<file path="src/rtl/clksrc_pkg.sv">
package clksrc_pkg;
  localparam int DATA_W = 8;
  localparam int ADDR_W = 2;
  localparam int MULT_W = 3;

  localparam logic [ADDR_W-1:0] A_CTRL = 2'd0;
  localparam logic [ADDR_W-1:0] A_PLLC = 2'd1;
  localparam logic [ADDR_W-1:0] A_STAT = 2'd2;

  // CTRL field positions
  localparam int C_OSC  = 0;
  localparam int C_PSEL = 1;
  localparam int C_DET  = 2;
  localparam int C_DINT = 3;
  localparam int C_WDT  = 4;
  // STAT field positions
  localparam int S_STB  = 0;
  localparam int S_ERR  = 1;
  localparam int S_FO   = 2;
  localparam int S_LCK  = 3;

  typedef enum logic [1:0] {
    SRC_MAIN = 2'b00,
    SRC_IOSC = 2'b01,
    SRC_PLL  = 2'b10
  } src_e;

  function automatic logic mult_ok(input logic [MULT_W-1:0] code);
    return (code != '0) && (code <= 3'd4);
  endfunction
endpackage

</file>
<file path="src/rtl/clksrc_lock_timer.sv">
module clksrc_lock_timer #(
  parameter int LOCK_CYCLES = 64
) (
  input  logic clk,
  input  logic rst_n,
  input  logic pll_en,
  output logic pll_stable
);
  localparam int CW = $clog2(LOCK_CYCLES + 1);
  localparam logic [CW-1:0] LIMIT = CW'(LOCK_CYCLES);

  logic [CW-1:0] cnt_q;

  always_ff @(posedge clk or negedge rst_n) begin
    if (!rst_n)            cnt_q <= '0;
    else if (!pll_en)      cnt_q <= '0;
    else if (cnt_q != LIMIT) cnt_q <= cnt_q + 1'b1;
  end

  assign pll_stable = pll_en && (cnt_q == LIMIT);


  stable_after_run_chk: assert property (@(posedge clk) disable iff (!rst_n)
    $rose(pll_stable) |-> $past(pll_en));
endmodule

</file>
<file path="src/rtl/clksrc_pm_guard.sv">
module clksrc_pm_guard (
  input  logic clk,
  input  logic rst_n,
  input  logic wait_req,
  input  logic stop_req,
  input  logic pll_sel,
  input  logic pll_en,
  output logic wait_ack,
  output logic stop_ack,
  output logic refuse
);
  logic wait_ok, stop_ok;

  always_comb begin
    wait_ok = !pll_sel;
    stop_ok = !pll_sel && !pll_en;
    refuse  = (wait_req && !wait_ok) || (stop_req && !stop_ok);
  end

  always_ff @(posedge clk or negedge rst_n) begin
    if (!rst_n) begin
      wait_ack <= 1'b0;
      stop_ack <= 1'b0;
    end else begin
      wait_ack <= wait_req && wait_ok;
      stop_ack <= stop_req && stop_ok;
    end
  end


  wait_ack_legal_chk: assert property (@(posedge clk) disable iff (!rst_n)
    wait_ack |-> $past(!pll_sel));

  stop_ack_legal_chk: assert property (@(posedge clk) disable iff (!rst_n)
    stop_ack |-> $past(!pll_sel && !pll_en));
endmodule

</file>
<file path="src/rtl/clksrc_regfile.sv">
module clksrc_regfile
  import clksrc_pkg::*;
(
  input  logic              clk,
  input  logic              rst_n,
  input  logic              wr_en,
  input  logic [ADDR_W-1:0] addr,
  input  logic [DATA_W-1:0] wdata,
  output logic [DATA_W-1:0] rdata,
  input  logic              main_stopped,
  input  logic              pll_stable,
  input  logic              pm_refuse,
  output logic              osc_sel,
  output logic              pll_sel,
  output logic              wdt_osc,
  output logic              pll_en,
  output logic [MULT_W-1:0] mult,
  output logic              fo_stat
);
  logic osc_sel_q, pll_sel_q, det_q, dint_q, wdt_q, pll_en_q;
  logic lock_q, err_q, fo_q;
  logic [MULT_W-1:0] mult_q;

  logic osc_sel_d, pll_sel_d, det_d, dint_d, wdt_d, pll_en_d;
  logic lock_d, err_d, fo_d;
  logic [MULT_W-1:0] mult_d;

  logic wr_ctrl, wr_pllc, wr_stat, fo_evt, err_set;

  always_comb begin
    wr_ctrl = wr_en && (addr == A_CTRL);
    wr_pllc = wr_en && (addr == A_PLLC);
    wr_stat = wr_en && (addr == A_STAT);
    fo_evt  = det_q && dint_q && main_stopped;

    osc_sel_d = osc_sel_q;
    pll_sel_d = pll_sel_q;
    det_d     = det_q;
    dint_d    = dint_q;
    wdt_d     = wdt_q;
    pll_en_d  = pll_en_q;
    mult_d    = mult_q;
    lock_d    = lock_q;
    err_set   = pm_refuse;

    if (wr_ctrl) begin
      osc_sel_d = wdata[C_OSC];
      det_d     = wdata[C_DET];
      dint_d    = wdata[C_DINT];
      wdt_d     = wdata[C_WDT];
      if (!wdata[C_PSEL]) begin
        pll_sel_d = 1'b0;
      end else if (!pll_sel_q) begin
        if (pll_stable && mult_ok(mult_q)) pll_sel_d = 1'b1;
        else                               err_set   = 1'b1;
      end
    end

    if (wr_pllc) begin
      if (!wdata[0] && pll_sel_q) err_set  = 1'b1;
      else                        pll_en_d = wdata[0];
      if (!lock_q) begin
        mult_d = wdata[MULT_W:1];
        lock_d = 1'b1;
        if (!mult_ok(wdata[MULT_W:1])) err_set = 1'b1;
      end
    end

    if (fo_evt) begin
      osc_sel_d = 1'b1;
      pll_sel_d = 1'b0;
    end

    err_d = (err_q && !(wr_stat && wdata[S_ERR])) || err_set;
    fo_d  = (fo_q  && !(wr_stat && wdata[S_FO]))  || fo_evt;
  end

  always_ff @(posedge clk or negedge rst_n) begin
    if (!rst_n) begin
      osc_sel_q <= 1'b0;
      pll_sel_q <= 1'b0;
      det_q     <= 1'b0;
      dint_q    <= 1'b0;
      wdt_q     <= 1'b0;
      pll_en_q  <= 1'b0;
      mult_q    <= '0;
      lock_q    <= 1'b0;
      err_q     <= 1'b0;
      fo_q      <= 1'b0;
    end else begin
      osc_sel_q <= osc_sel_d;
      pll_sel_q <= pll_sel_d;
      det_q     <= det_d;
      dint_q    <= dint_d;
      wdt_q     <= wdt_d;
      pll_en_q  <= pll_en_d;
      mult_q    <= mult_d;
      lock_q    <= lock_d;
      err_q     <= err_d;
      fo_q      <= fo_d;
    end
  end

  always_comb begin
    rdata = '0;
    unique case (addr)
      A_CTRL: begin
        rdata[C_OSC]  = osc_sel_q;
        rdata[C_PSEL] = pll_sel_q;
        rdata[C_DET]  = det_q;
        rdata[C_DINT] = dint_q;
        rdata[C_WDT]  = wdt_q;
      end
      A_PLLC: begin
        rdata[0]        = pll_en_q;
        rdata[MULT_W:1] = mult_q;
      end
      A_STAT: begin
        rdata[S_STB] = pll_stable;
        rdata[S_ERR] = err_q;
        rdata[S_FO]  = fo_q;
        rdata[S_LCK] = lock_q;
      end
      default: rdata = '0;
    endcase
  end

  assign osc_sel = osc_sel_q;
  assign pll_sel = pll_sel_q;
  assign wdt_osc = wdt_q;
  assign pll_en  = pll_en_q;
  assign mult    = mult_q;
  assign fo_stat = fo_q;


  psel_needs_lock_chk: assert property (@(posedge clk) disable iff (!rst_n)
    $rose(pll_sel_q) |-> $past(pll_stable) && mult_ok(mult_q));

  mult_write_once_chk: assert property (@(posedge clk) disable iff (!rst_n)
    $past(lock_q) |-> $stable(mult_q));

  failover_moves_src_chk: assert property (@(posedge clk) disable iff (!rst_n)
    $past(fo_evt) |-> osc_sel_q && !pll_sel_q && fo_q);

  pll_held_while_sel_chk: assert property (@(posedge clk) disable iff (!rst_n)
    $past(pll_sel_q) && $past(pll_sel_q, 2) |-> $past(pll_en_q));
endmodule

</file>
<file path="src/rtl/clksrc_ctrl.sv">
module clksrc_ctrl
  import clksrc_pkg::*;
#(
  parameter int LOCK_CYCLES = 64
) (
  input  logic        clk,
  input  logic        rst_n,
  input  logic        wr_en,
  input  logic [1:0]  addr,
  input  logic [7:0]  wdata,
  output logic [7:0]  rdata,
  input  logic        main_stopped,
  input  logic        wait_req,
  input  logic        stop_req,
  output logic        wait_ack,
  output logic        stop_ack,
  output logic        osc_en,
  output logic        pll_en,
  output logic [2:0]  pll_mult,
  output logic        pll_stable,
  output logic [1:0]  src_sel,
  output logic        wdt_src_osc,
  output logic        fail_irq
);
  logic osc_sel, pll_sel, wdt_osc, pm_refuse, fo_stat;
  src_e src;

  clksrc_regfile u_regs (
    .clk         (clk),
    .rst_n       (rst_n),
    .wr_en       (wr_en),
    .addr        (addr),
    .wdata       (wdata),
    .rdata       (rdata),
    .main_stopped(main_stopped),
    .pll_stable  (pll_stable),
    .pm_refuse   (pm_refuse),
    .osc_sel     (osc_sel),
    .pll_sel     (pll_sel),
    .wdt_osc     (wdt_osc),
    .pll_en      (pll_en),
    .mult        (pll_mult),
    .fo_stat     (fo_stat)
  );

  clksrc_lock_timer #(.LOCK_CYCLES(LOCK_CYCLES)) u_lock (
    .clk       (clk),
    .rst_n     (rst_n),
    .pll_en    (pll_en),
    .pll_stable(pll_stable)
  );

  clksrc_pm_guard u_pm (
    .clk     (clk),
    .rst_n   (rst_n),
    .wait_req(wait_req),
    .stop_req(stop_req),
    .pll_sel (pll_sel),
    .pll_en  (pll_en),
    .wait_ack(wait_ack),
    .stop_ack(stop_ack),
    .refuse  (pm_refuse)
  );

  always_comb begin
    if (pll_sel)      src = SRC_PLL;
    else if (osc_sel) src = SRC_IOSC;
    else              src = SRC_MAIN;
  end

  assign src_sel     = src;
  assign osc_en      = osc_sel || wdt_osc;
  assign wdt_src_osc = wdt_osc;
  assign fail_irq    = fo_stat;


  iosc_running_chk: assert property (@(posedge clk) disable iff (!rst_n)
    (src_sel == 2'b01) |-> osc_en);

  pll_src_running_chk: assert property (@(posedge clk) disable iff (!rst_n)
    (src_sel == 2'b10) |-> pll_en);
endmodule

</file>
<file path="config.mk">
export PLATFORM = sky130hd
export DESIGN_NAME = clksrc_ctrl
export DESIGN_NICKNAME = d
export VERILOG_FILES = /design/src/rtl/clksrc_pkg.sv /design/src/rtl/clksrc_lock_timer.sv /design/src/rtl/clksrc_pm_guard.sv /design/src/rtl/clksrc_regfile.sv /design/src/rtl/clksrc_ctrl.sv
export SDC_FILE = /design/constraint.sdc
export NUM_CORES = 1
export LEC_CHECK = 0
export CORE_MARGIN = 2
export CORE_UTILIZATION = 33
export DETAILED_ROUTE_END_ITERATION = 8
export PLACE_DENSITY = 0.71
export SYNTH_ARGS = -nofsm -noshare
export SYNTH_HDL_FRONTEND = slang
export SYNTH_HIERARCHICAL = 1
export SYNTH_SLANG_ARGS = --single-unit
export TNS_END_PERCENT = 20
</file>
<file path="constraint.sdc">
create_clock -name clk -period 3.12 [get_ports clk]
set_clock_uncertainty 0.15 [all_clocks]
set_input_delay 0.78 -clock clk [delete_from_list [all_inputs] [get_ports clk]]
set_output_delay 0.78 -clock clk [all_outputs]
set_load 0.02 [all_outputs]
</file>
======== Word level (Yosys, flattened, before mapping) ========
Cells that the tools add are included.
storage, ports and cells
  register bits ........................... 21
  input port bits ......................... 16
cells by class
  add/subtract/negate cells ............... 1
  bitwise gates (word level) .............. 2
  equality and inequality tests ........... 5
  $lt $le $gt $ge ......................... 2
  reductions and logical operators ........ 35
  mux-type cells .......................... 21
operators by type and width
  operator                                                number
  logical AND 1 bit                                       19
  two-way mux 1 bit                                       17
  two-way mux 7 bit                                       2
  case mux 4 bit (3 select lines)                         1
  adder 7 x 1 -> 7 bit (second input constant)            1
  == test 7 bit (second input constant)                   1
  inequality test 7 bit (second input constant)           1
  <= comparator 3 bit (second input constant)             2
  zero test 1 bit                                         6
  nonzero test 3 bit                                      2
  logical OR 1 bit                                        4
  AND reduction 2 bit                                     2
  == test 2 x 1 -> 1 bit (second input constant)          1
  == test 2 bit (second input constant)                   1
  zero test 2 bit                                         1
  two-way mux 2 bit                                       1
  inequality test 2 x 1 -> 1 bit (second input constant)  1
  NOT 1 bit                                               2
  nonzero test 2 bit                                      1

======== Longest topological paths before layout ========
Gate-level depths: netlist of the first run.
  depth after elaboration ................. 14
  gate-level depth with buffers ........... 7
  mapped depth without buffers ............ 6

======== Cells and area by module ========
The synthesis of the first run kept the hierarchy.
modules (own cells, without submodules)
  module             area each (um^2)  cells an instance  times used
  clksrc_regfile     711.9             64                 1
  clksrc_lock_timer  390.4             41                 1
  clksrc_pm_guard    77.6              7                  1
  clksrc_ctrl        20.0              3                  1

======== Worst setup path before layout of the first run ========
Ideal clock, no wire load.
  path kind ............................... register -> output
  start point ............................. register u_lock.cnt_q[2]
  end point ............................... output rdata[0]
  data arrival time ....................... 1.513 ns
  data required time ...................... 2.190 ns
  stages on the path, launching flop included .. 7
  slack ................................... 0.677 ns
  path buffers ............................ 1
  cells stage by stage .................... dfrtp_1 nor4_1 and3_1 buf_2 and2_1 nand2_1 o21ai_0
between the ends
  cells in the longest elaborated chain, start to end .. 3
RTL lines
  element                          line                     source
  start, declared                  clksrc_lock_timer.sv:12  logic [CW-1:0] cnt_q;
  start signal, assigned           clksrc_lock_timer.sv:17  else if (cnt_q != LIMIT) cnt_q <= cnt_q + 1'b1;
  == test 7 bit                    clksrc_lock_timer.sv:20  assign pll_stable = pll_en && (cnt_q == LIMIT);
  logical AND 1 bit                clksrc_lock_timer.sv:20
  via pll_stable                   clksrc_ctrl.sv:20        output logic pll_stable,
  case mux 4 bit (3 select lines)  clksrc_regfile.sv:106    unique case (addr)
  end, declared                    clksrc_ctrl.sv:11        output logic [7:0] rdata,
The timed path passes the listed nets, and every way through them passes these cells.

======== Final worst setup path of the first run ========
  start point ............................. input addr[0]
  end point ............................... output rdata[1]
between the ends
  cells in the longest elaborated chain, start to end .. 2
RTL lines
  element                                line                   source
  start, declared                        clksrc_ctrl.sv:9       input logic [1:0] addr,
  == test 2 bit (tied with other cells)  clksrc_regfile.sv:106
  case mux 4 bit (3 select lines) (*)    clksrc_regfile.sv:106
Every way passes the cells marked *; elsewhere a longest branch is shown, timed or not.

==> results of run 1 <==
timing repair:
item,CTS,global route
pin swaps,0,0
endpoints found under the setup margin,6,1
endpoints found under the hold margin,0,0
hold buffers,0,0
gates cloned,0,0
gates resized for setup,6,1
how the worst min path moves through the flow:
stage / from / cells after the start / slack [ns] / to
2_1_floorplan: u_regs/lock_q / 1 / 0.30 / u_regs/lock_q
3_3_place_gp: u_regs/lock_q / 1 / 0.33 / u_regs/lock_q
3_5_place_dp: u_regs/lock_q / 1 / 0.34 / u_regs/lock_q
4_1_cts: u_regs/lock_q / 1 / 0.37 / u_regs/lock_q
5_1_grt: u_regs/lock_q / 1 / 0.41 / u_regs/lock_q
6_report: u_regs/lock_q / 1 / 0.37 / u_regs/lock_q
power breakdown:
part	internal, W	leakage [nW]	switching [W]	total [W]
Clock	0.0000499	0.0150	0.0000813	0.000131
Sequential	0.000307	0.260	0.0000366	0.000344
Combinational	0.000119	0.414	0.000118	0.000238
logic make-up (layout without fill, tap and decap cells):
logic type                 after synthesis  in the layout  synth area share [%]
muxes                                   14             14                  12.3
adders and majority gates                2              2                  2.09
other                                    1              3                 0.313
and+or+nand+nor                         50             50                  27.1
DFF                                     21             21                  43.8
xor gates and xnor gates                 2              2                  1.46
AOI/OAI and AO/OA                       15             15                  7.51
buffers and inverters                   10             43                  5.42
sequential cells by signal, indices dropped and copies added, names as in the netlist:
signal and cells:
u_regs/osc_sel 1, u_regs/fo_stat 1, u_regs/mult 3, u_regs/err_q 1
u_regs/dint_q 1, u_lock/cnt_q 7, u_regs/pll_en 1, u_regs/det_q 1
u_regs/wdt_osc 1, u_regs/pll_sel 1, u_regs/lock_q 1, u_pm/stop_ack 1
u_pm/wait_ack 1
routing by layer:
metal  GRT usage (%)  up-vias  part of all wire (%)
li1                -      464                     -
met1            18.4      448                    45
met2            23.7       36                    49
met3            4.05        2                   6.0
met4            4.79        0                  0.82
met5               0        -                     0
worst max-delay path, stage by stage:
cell and delay [ns]:
clkdlybuf4s50_1 0.48, buf_4 0.17, mux2i_1 0.08, o21ai_0 0.20
dlygate4sd2_1 0.36
cell type report:
class                           count  area share [%]
Tap cell                           46            3.64
Clock buffer                        4            1.66
Sequential cell                    21            33.2
Inverter                            2           0.475
Multi-Input combinational cell     86            39.1
Timing Repair Buffer               37            21.9
placed cells by master, fill, tap and decap left out, types with 2 or more instances in the layout:
cell type / n
conb_1: 3
xnor2_1: 2
dlygate4sd2_1: 5
o21ai_0: 9
and2_1: 4
nand2_1: 18
ha_1: 2
nand3b_1: 2
or4b_1: 2
mux2i_1: 8
nand3_2: 2
mux2_2: 6
nor2_1: 4
and2b_2: 2
inv_1: 2
clkdlybuf4s50_1: 23
dfrtp_1: 21
clkbuf_4: 3
buf_4: 8
nor3b_1: 2
or3_1: 2
per-stage QoR:
step	area, µm²	total power, W	instances	util (%)	hold WS (ns)
floorplan	1210	0.000472	117	-	0.299
global placement	1560	0.000590	192	45.6	0.329
detailed placement	1560	0.000594	192	45.6	0.339
CTS	1580	0.000721	196	46.2	0.370
global route	1580	0.000757	196	46.3	0.411
finish	1580	0.000713	196	46.3	0.370
==> metrics.txt, run 1 <==
status=completed; post-synth cell types=39; Synth area leaders=dfrtp_1, mux2i_1, nand2_1, mux2_2, o21ai_0; fmax=0.333 GHz; Syn-to-layout area delta=31.8%; CTS root buffer=clkbuf_4; FF+latch count, synth=21; first-pass GRT wire length=4720 µm; CTS tree=built; most frequent cell after synthesis=dfrtp_1; PortBufs=29; std cell rows=21; Mapped Area=1200 µm²; Die Wd=64.3 µm; RSZ-0062 raised after global routing=no; Sink Count=21; Min Clock Period, post-route=3.00 ns; Synth top cells by count=dfrtp_1, nand2_1, o21ai_0; R2R depth=6; Post-synth top flop=dfrtp_1; post-synth top area share=43.8%; residual DRC count=0; CP Launch Point=addr[0]; Total Wirelength=2700 µm; vias in the first global route=1054; ANT nets after route=0; DR vias=950; vias per cell=4.85; io pins=36; sequential fraction of the synthesis area=43.8%; YS warnings=6; worst skew pair latency=0.30 ns; crit path launch type=input port; ys async rst share=100%; Critical Path RT=2.19 ns; max-capacitance violation count=0; CTS buffer count=3; WS Path Type=in2out; antenna violations before repair=0; FILL cells=338; final hold vios=0; final slew viol count=0; CTS max path bufs=2; setup violators final=0; Post-Syn Instances=115; Setup WS pre-CTS=-0.171 ns; final period utilization=96.2%; Starting Density=35.1%; RR Startpoint=u_lock/cnt_q[2]; setup TNS=0 ns; Iteration-0 DRC Markers=75; area occupied by multi-input gates=618 µm²; Yosys top cell by area=dfrtp_1; DP Wirelength=1990 µm; R2R Setup Slk=1.14 ns; Antenna Cells=0; PwrDens=451 nW/µm²; die span in y=64.3 µm; H-Tree Depth=1; total grt overflow=0; largest net degree at the start of global routing=22; HP Class=reg2reg; Worst setup EP type=output pin; Pre-antenna DRT Iters=4; min setup slack post-route=0.118 ns; syn avg cell area=10.4 µm²; Leakage=0.689 nW; die area=4130 µm²; CP Data Arrival Time=2.07 ns; Post-synth EDFFs=0; NumNets Final=169; Crit Reg-Reg Endpoint=u_regs/err_q; Peak VDD IR=326 µV; CP endpoint=rdata[1]; Crit Path Max Fanout=7; layout cell share with drive strength beyond 1=17.3%; Post-CTS Setup Bufs=0; Worst-path clk slew=0.11 ns; Seq. cell area=526 µm²; wire length per cell=13.8 µm; gpl congestion=0.777; total track usage=14.5%; core area=3420 µm²
Power figures use the tool's default switching activity.
==> run 2, diff against run 1 <==
Settings changed: HOLD_SLACK_MARGIN from default to 0.03, PLACE_DENSITY 0.71 to 0.73.
Clock period 3.12 ns to 2.65 ns, I/O delays scaled along.
==> run 2 against run 1 <==
Effect of this change:
- cell area grew 2.5%
- critical path type unchanged
- largest power group unchanged
- register-to-register slack lost 0.36 ns
- total power grew 17%
- sequential share of layout area shrank 0.82 points
==> metrics.txt, run 2 (synthesized netlist as in run 1, its figures left out) <==
status=completed; Hold-fix buffers, CTS=0 (unchanged); Iteration-0 DRC Markers=41 (-45%); Worst setup EP type=output pin; CP Launch Point=addr[1]; first-pass GRT wire length=4490 µm (-5.0%); DR vias=980 (+3.2%); GR Util met2=23.8% (+0.13 points); Finished Layout Cells=203 (+3.6%); Peak VDD IR=257 µV (-21%); Worst-path clk slew=0.10 ns (about the same); hold_sp=u_regs/lock_q; DP Wirelength=1970 µm (-0.86%); Min Clock Period, post-route=2.60 ns; placed cell area=1600 µm² (+2.9%); Pre-antenna DRT Iters=4 (unchanged); worst skew pair latency=0.30 ns (about the same); antenna violations before repair=0 (unchanged); peak per-stage delay on the critical path=0.42 ns (-0.06 ns); die span in y=64.3 µm (unchanged); CTS root buffer=clkbuf_4; CTS max path bufs=2 (unchanged); design area=1620 µm² (+2.5%); most common cell after layout, fill and taps aside=clkdlybuf4s50_1; crit path launch type=input port; CP Data Arrival Time=1.79 ns (-0.28 ns); std cell rows=21 (unchanged); HP Class=reg2reg; Largest Register=u_lock/cnt_q; Slowest-stage cell, CP=clkdlybuf4s50_1; Crit Path Max Fanout=10 (+3); Leakage=0.699 nW (+1.5%); busiest grt layer=met2; Hold WS=0.362 ns (-0.00787 ns); global routing usage on met1=16.4% (-2.0 points); fmax=0.384 GHz; PwrDens=516 nW/µm² (+14%); total grt overflow=0 (unchanged); FILL cells=340 (+0.59%); die area=4130 µm² (unchanged); core area=3420 µm² (unchanged); Seq. cell area=526 µm² (unchanged); io pins=36 (unchanged); total track usage=13.6% (-0.91 points); CTS tree=built; ANT nets after route=0 (unchanged); largest net degree at the start of global routing=22 (unchanged); RSZ-0062 raised after global routing=yes; commonest cells after routing, fill and taps aside=clkdlybuf4s50_1, dfrtp_1, nand2_1; final slew viol count=0 (unchanged); setup violators final=0 (unchanged); final hold vios=0 (unchanged); dpl cells=198 (+3.1%); Setup WS pre-CTS=-0.397 ns (-0.226 ns); Largest register FFs=7 (unchanged); CP Cell Sequence=clkdlybuf4s50_1, buf_4, nor3b_1, clkdlybuf4s15_2; residual DRC count=0 (unchanged); CTS buffer count=3 (unchanged); min setup slack post-route=0.0462 ns (-0.0713 ns); RR Startpoint=u_lock/cnt_q[2]; max-capacitance violation count=0 (unchanged); H-Tree Depth=1 (unchanged); area occupied by multi-input gates=617 µm² (-0.20%); PortBufs=29 (unchanged); gpl congestion=0.826 (+6.4%); Final Core Density=47.5% (+1.2 points); WS Path Type=in2out; vias in the first global route=1042 (-1.1%); final period utilization=98.3%; met3 usage=4.05% (unchanged); Syn-to-layout area delta=35.1%; Antenna Cells=0 (unchanged); Critical Path RT=1.84 ns (-0.35 ns); vias per cell=4.83 (-0.40%); Die Wd=64.3 µm (unchanged); Total Wirelength=2560 µm (-5.0%); wire length per cell=12.6 µm (-8.2%); layout cell share with drive strength beyond 1=23.6% (+6.2 points); Sink Count=21 (unchanged); NumNets Final=176 (+4.1%); Starting Density=35.1% (unchanged)
==> run 2: worst paths after layout <==
path | end | slack (ns) | depth (start not counted)
min reg2reg | u_regs/lock_q | 0.36 | 1
max | rdata[4] | 0.05 | 4
max reg2reg | u_regs/err_q | 0.78 | 6
max in group asynchronous | u_regs/pll_en | 1.59 | 2
min | u_regs/lock_q | 0.36 | 1
min in group asynchronous | u_regs/err_q | 0.54 | 2
==> run 2: critical path: cells and delay by family <==
family                 cells  cell delay [ns]
AND/OR/NAND/NOR            1             0.23
buffers and inverters      3             0.90
==> run 2: where the power goes <==
part	switching, W	total (W)	internal [W]	leakage, nW
sequential	0.0000374	0.000399	0.000362	0.260
combinational	0.000142	0.000286	0.000144	0.424
clock	0.0000924	0.000151	0.0000587	0.0150
==> run 2: layer usage <==
layer,up-vias,share of wire (%)
met4,0,0.98
met3,4,4.9
met2,26,50
met1,472,44
met5,-,0
li1,478,-
==> run 2: what timing repair did <==
item	in CTS	in global routing
pin swaps	0	0
resized for setup	22	6
buffers inserted	0	1
setup endpoints to repair	6	5
==> run 2: final cells by class <==
cell class,instances,share of cell area [%]
Timing Repair Buffer,44,23.9
Clock buffer,4,1.62
Multi-Input combinational cell,86,38.0
Tap cell,46,3.55
Inverter,2,0.463
Sequential cell,21,32.4
==> run 2: per-stage QoR <==
stage,total power (W),setup TNS (ns)
CTS,0.000850,-0.121
global placement,0.000696,-1.83
global route,0.000894,-0.0307
floorplan,0.000556,0
finish,0.000837,0
detailed placement,0.000702,-1.76
==> run 3, diff against run 2 <==
Settings changed: CTS_BUF_LIST from default to sky130_fd_sc_hd__clkbuf_4 sky130_fd_sc_hd__clkbuf_8.
==> run 3 against run 2 <==
Effect of this change:
- utilization grew 0.11 points
- first-iteration DRC count unchanged
- via count unchanged
- register-to-register slack hardly changed
- cell area is 0.23% higher
- worst hold slack is the same
- critical path depth did not move
- critical path type unchanged
- flip-flop and latch count is the same
==> metrics.txt, run 3 (synthesized netlist as in run 1, its figures left out) <==
status=completed; cell-internal power=0.000575 W (+1.8%); Critical Path RT=1.84 ns (about the same); Setup WS pre-CTS=-0.397 ns (unchanged); Seq. cell area=526 µm² (unchanged); CTS tree=built; NumNets Final=176 (unchanged); wire length per cell=12.6 µm (unchanged); clock share of power=19.0% (+0.9 points); Die Wd=64.3 µm (unchanged); DR vias=980 (unchanged); Total Wirelength=2560 µm (unchanged); DP Wirelength=1970 µm (unchanged); Worst setup EP type=output pin; PortBufs=29 (unchanged); commonest cells after routing, fill and taps aside=clkdlybuf4s50_1, dfrtp_1, nand2_1; total grt overflow=0 (unchanged); CP Data Arrival Time=1.79 ns (about the same); CP Launch Point=addr[1]; CTS buffer count=3 (unchanged); RR Startpoint=u_lock/cnt_q[2]; most common cell after layout, fill and taps aside=clkdlybuf4s50_1; total track usage=13.6% (unchanged); dpl cells=198 (unchanged); design area=1630 µm² (+0.23%); min setup slack post-route=0.0462 ns (unchanged); die span in y=64.3 µm (unchanged); placed cell area=1600 µm² (unchanged); Finished Layout Cells=203 (unchanged); first-pass GRT wire length=4490 µm (unchanged); area occupied by multi-input gates=617 µm² (unchanged); switch share=32.1% (-0.40 points); Peak VDD IR=287 µV (+11%); R2R depth=6 (unchanged); io pins=36 (unchanged); FILL cells=338 (-0.59%); final slew viol count=0 (unchanged); CTS root buffer=clkbuf_4; vias per cell=4.83 (unchanged); fmax=0.384 GHz (unchanged); Antenna Cells=0 (unchanged); core area=3420 µm² (unchanged); RSZ-0062 raised after global routing=yes; antenna violations before repair=0 (unchanged); Crit Reg-Reg Endpoint=u_regs/err_q; Crit Path Max Fanout=10 (unchanged); std cell rows=21 (unchanged); Slowest-stage cell, CP=clkdlybuf4s50_1; CP Cell Sequence=clkdlybuf4s50_1, buf_4, nor3b_1, clkdlybuf4s15_2; Final Core Density=47.6% (+0.11 points); Starting Density=35.1% (unchanged); ANT nets after route=0 (unchanged); die area=4130 µm² (unchanged); final hold vios=0 (unchanged); HP Class=reg2reg; WS Path Type=in2out; H-Tree Depth=1 (unchanged); CP endpoint=rdata[4]; Syn-to-layout area delta=35.5%; max-capacitance violation count=0 (unchanged); gpl congestion=0.826 (unchanged); residual DRC count=0 (unchanged); sequential fraction of design power=47.1% (-0.6 points); crit path launch type=input port; worst skew pair latency=0.30 ns (about the same); setup violators final=0 (unchanged); layout cell share with drive strength beyond 1=24.2% (+0.64 points); setup TNS=0 ns (unchanged); Iteration-0 DRC Markers=41 (unchanged); R2R Setup Slk=0.78 ns (about the same); Leakage=0.703 nW (+0.49%); Largest Register=u_lock/cnt_q; CTS max path bufs=2 (unchanged); Worst-path clk slew=0.10 ns (about the same); final period utilization=98.3% (unchanged); Min Clock Period, post-route=2.60 ns (unchanged); combinational share of power=33.8% (-0.4 points); vias in the first global route=1042 (unchanged); Sink Count=21 (unchanged); PwrDens=521 nW/µm² (+0.98%); Net Sw Power=0.000272 W (about the same); peak per-stage delay on the critical path=0.42 ns (about the same); Pre-antenna DRT Iters=4 (unchanged); Largest register FFs=7 (unchanged); largest net degree at the start of global routing=22 (unchanged)
## run 3: cell count changes in the layout (fill, tap and decap cells not counted)
cell	before	now
clkbuf_1	1	0
clkbuf_4	3	4
## run 3: metal layers
| layer | wire length (µm) | GRT usage, % | vias up |
|---|---|---|---|
| met3 | 126 | 4.05 | 4 |
| li1 | - | - | 478 |
| met5 | 0 | 0 | - |
| met1 | 1130 | 16.4 | 472 |
| met2 | 1280 | 23.8 | 26 |
| met4 | 25 | 2.93 | 0 |
## run 3: timing repair
action                     CTS  global route
gates resized for setup     22             6
buffers inserted             0             1
setup endpoints to repair    6             5
hold buffers                 0             0
## run 3: metrics by stage
step / total power (W) / hold WS [ns]
after global routing: 0.000904 / 0.388
final: 0.000847 / 0.362
after global placement: 0.000696 / 0.324
after CTS: 0.000861 / 0.360
after floorplan: 0.000556 / 0.217
after detailed placement: 0.000702 / 0.330
## run 3: worst min path at each step
stage | startpoint | to | slack, ns | depth (start not counted)
4_1_cts | u_regs/lock_q | u_regs/lock_q | 0.36 | 1
2_1_floorplan | rst_n | u_lock/cnt_q[0] | 0.22 | 0
3_5_place_dp | u_regs/lock_q | u_regs/lock_q | 0.33 | 1
3_3_place_gp | u_regs/lock_q | u_regs/lock_q | 0.32 | 1
6_report | u_regs/lock_q | u_regs/lock_q | 0.36 | 1
5_1_grt | u_regs/lock_q | u_regs/lock_q | 0.39 | 1
## run 3: area by class of cell
| class | count | area share, % |
|---|---|---|
| clock buffer | 4 | 1.85 |
| inverter | 2 | 0.462 |
| multi-input combinational | 86 | 38.0 |
| sequential | 21 | 32.3 |
| tap | 46 | 3.54 |
| timing repair buffer | 44 | 23.9 |
## run 3: power groups by stage
stage	combinational, W	sequential (W)	clock (W)
final	0.000286	0.000399	0.000161
after global routing	0.000315	0.000407	0.000182
after global placement	0.000293	0.000403	0
after CTS	0.000291	0.000400	0.000171
after detailed placement	0.000296	0.000406	0
after floorplan	0.000126	0.000430	0
## run 3: critical path, delay by kind of cell
kind          cells  cell delay [ns]
buf+inv           3             0.90
simple gates      1             0.23
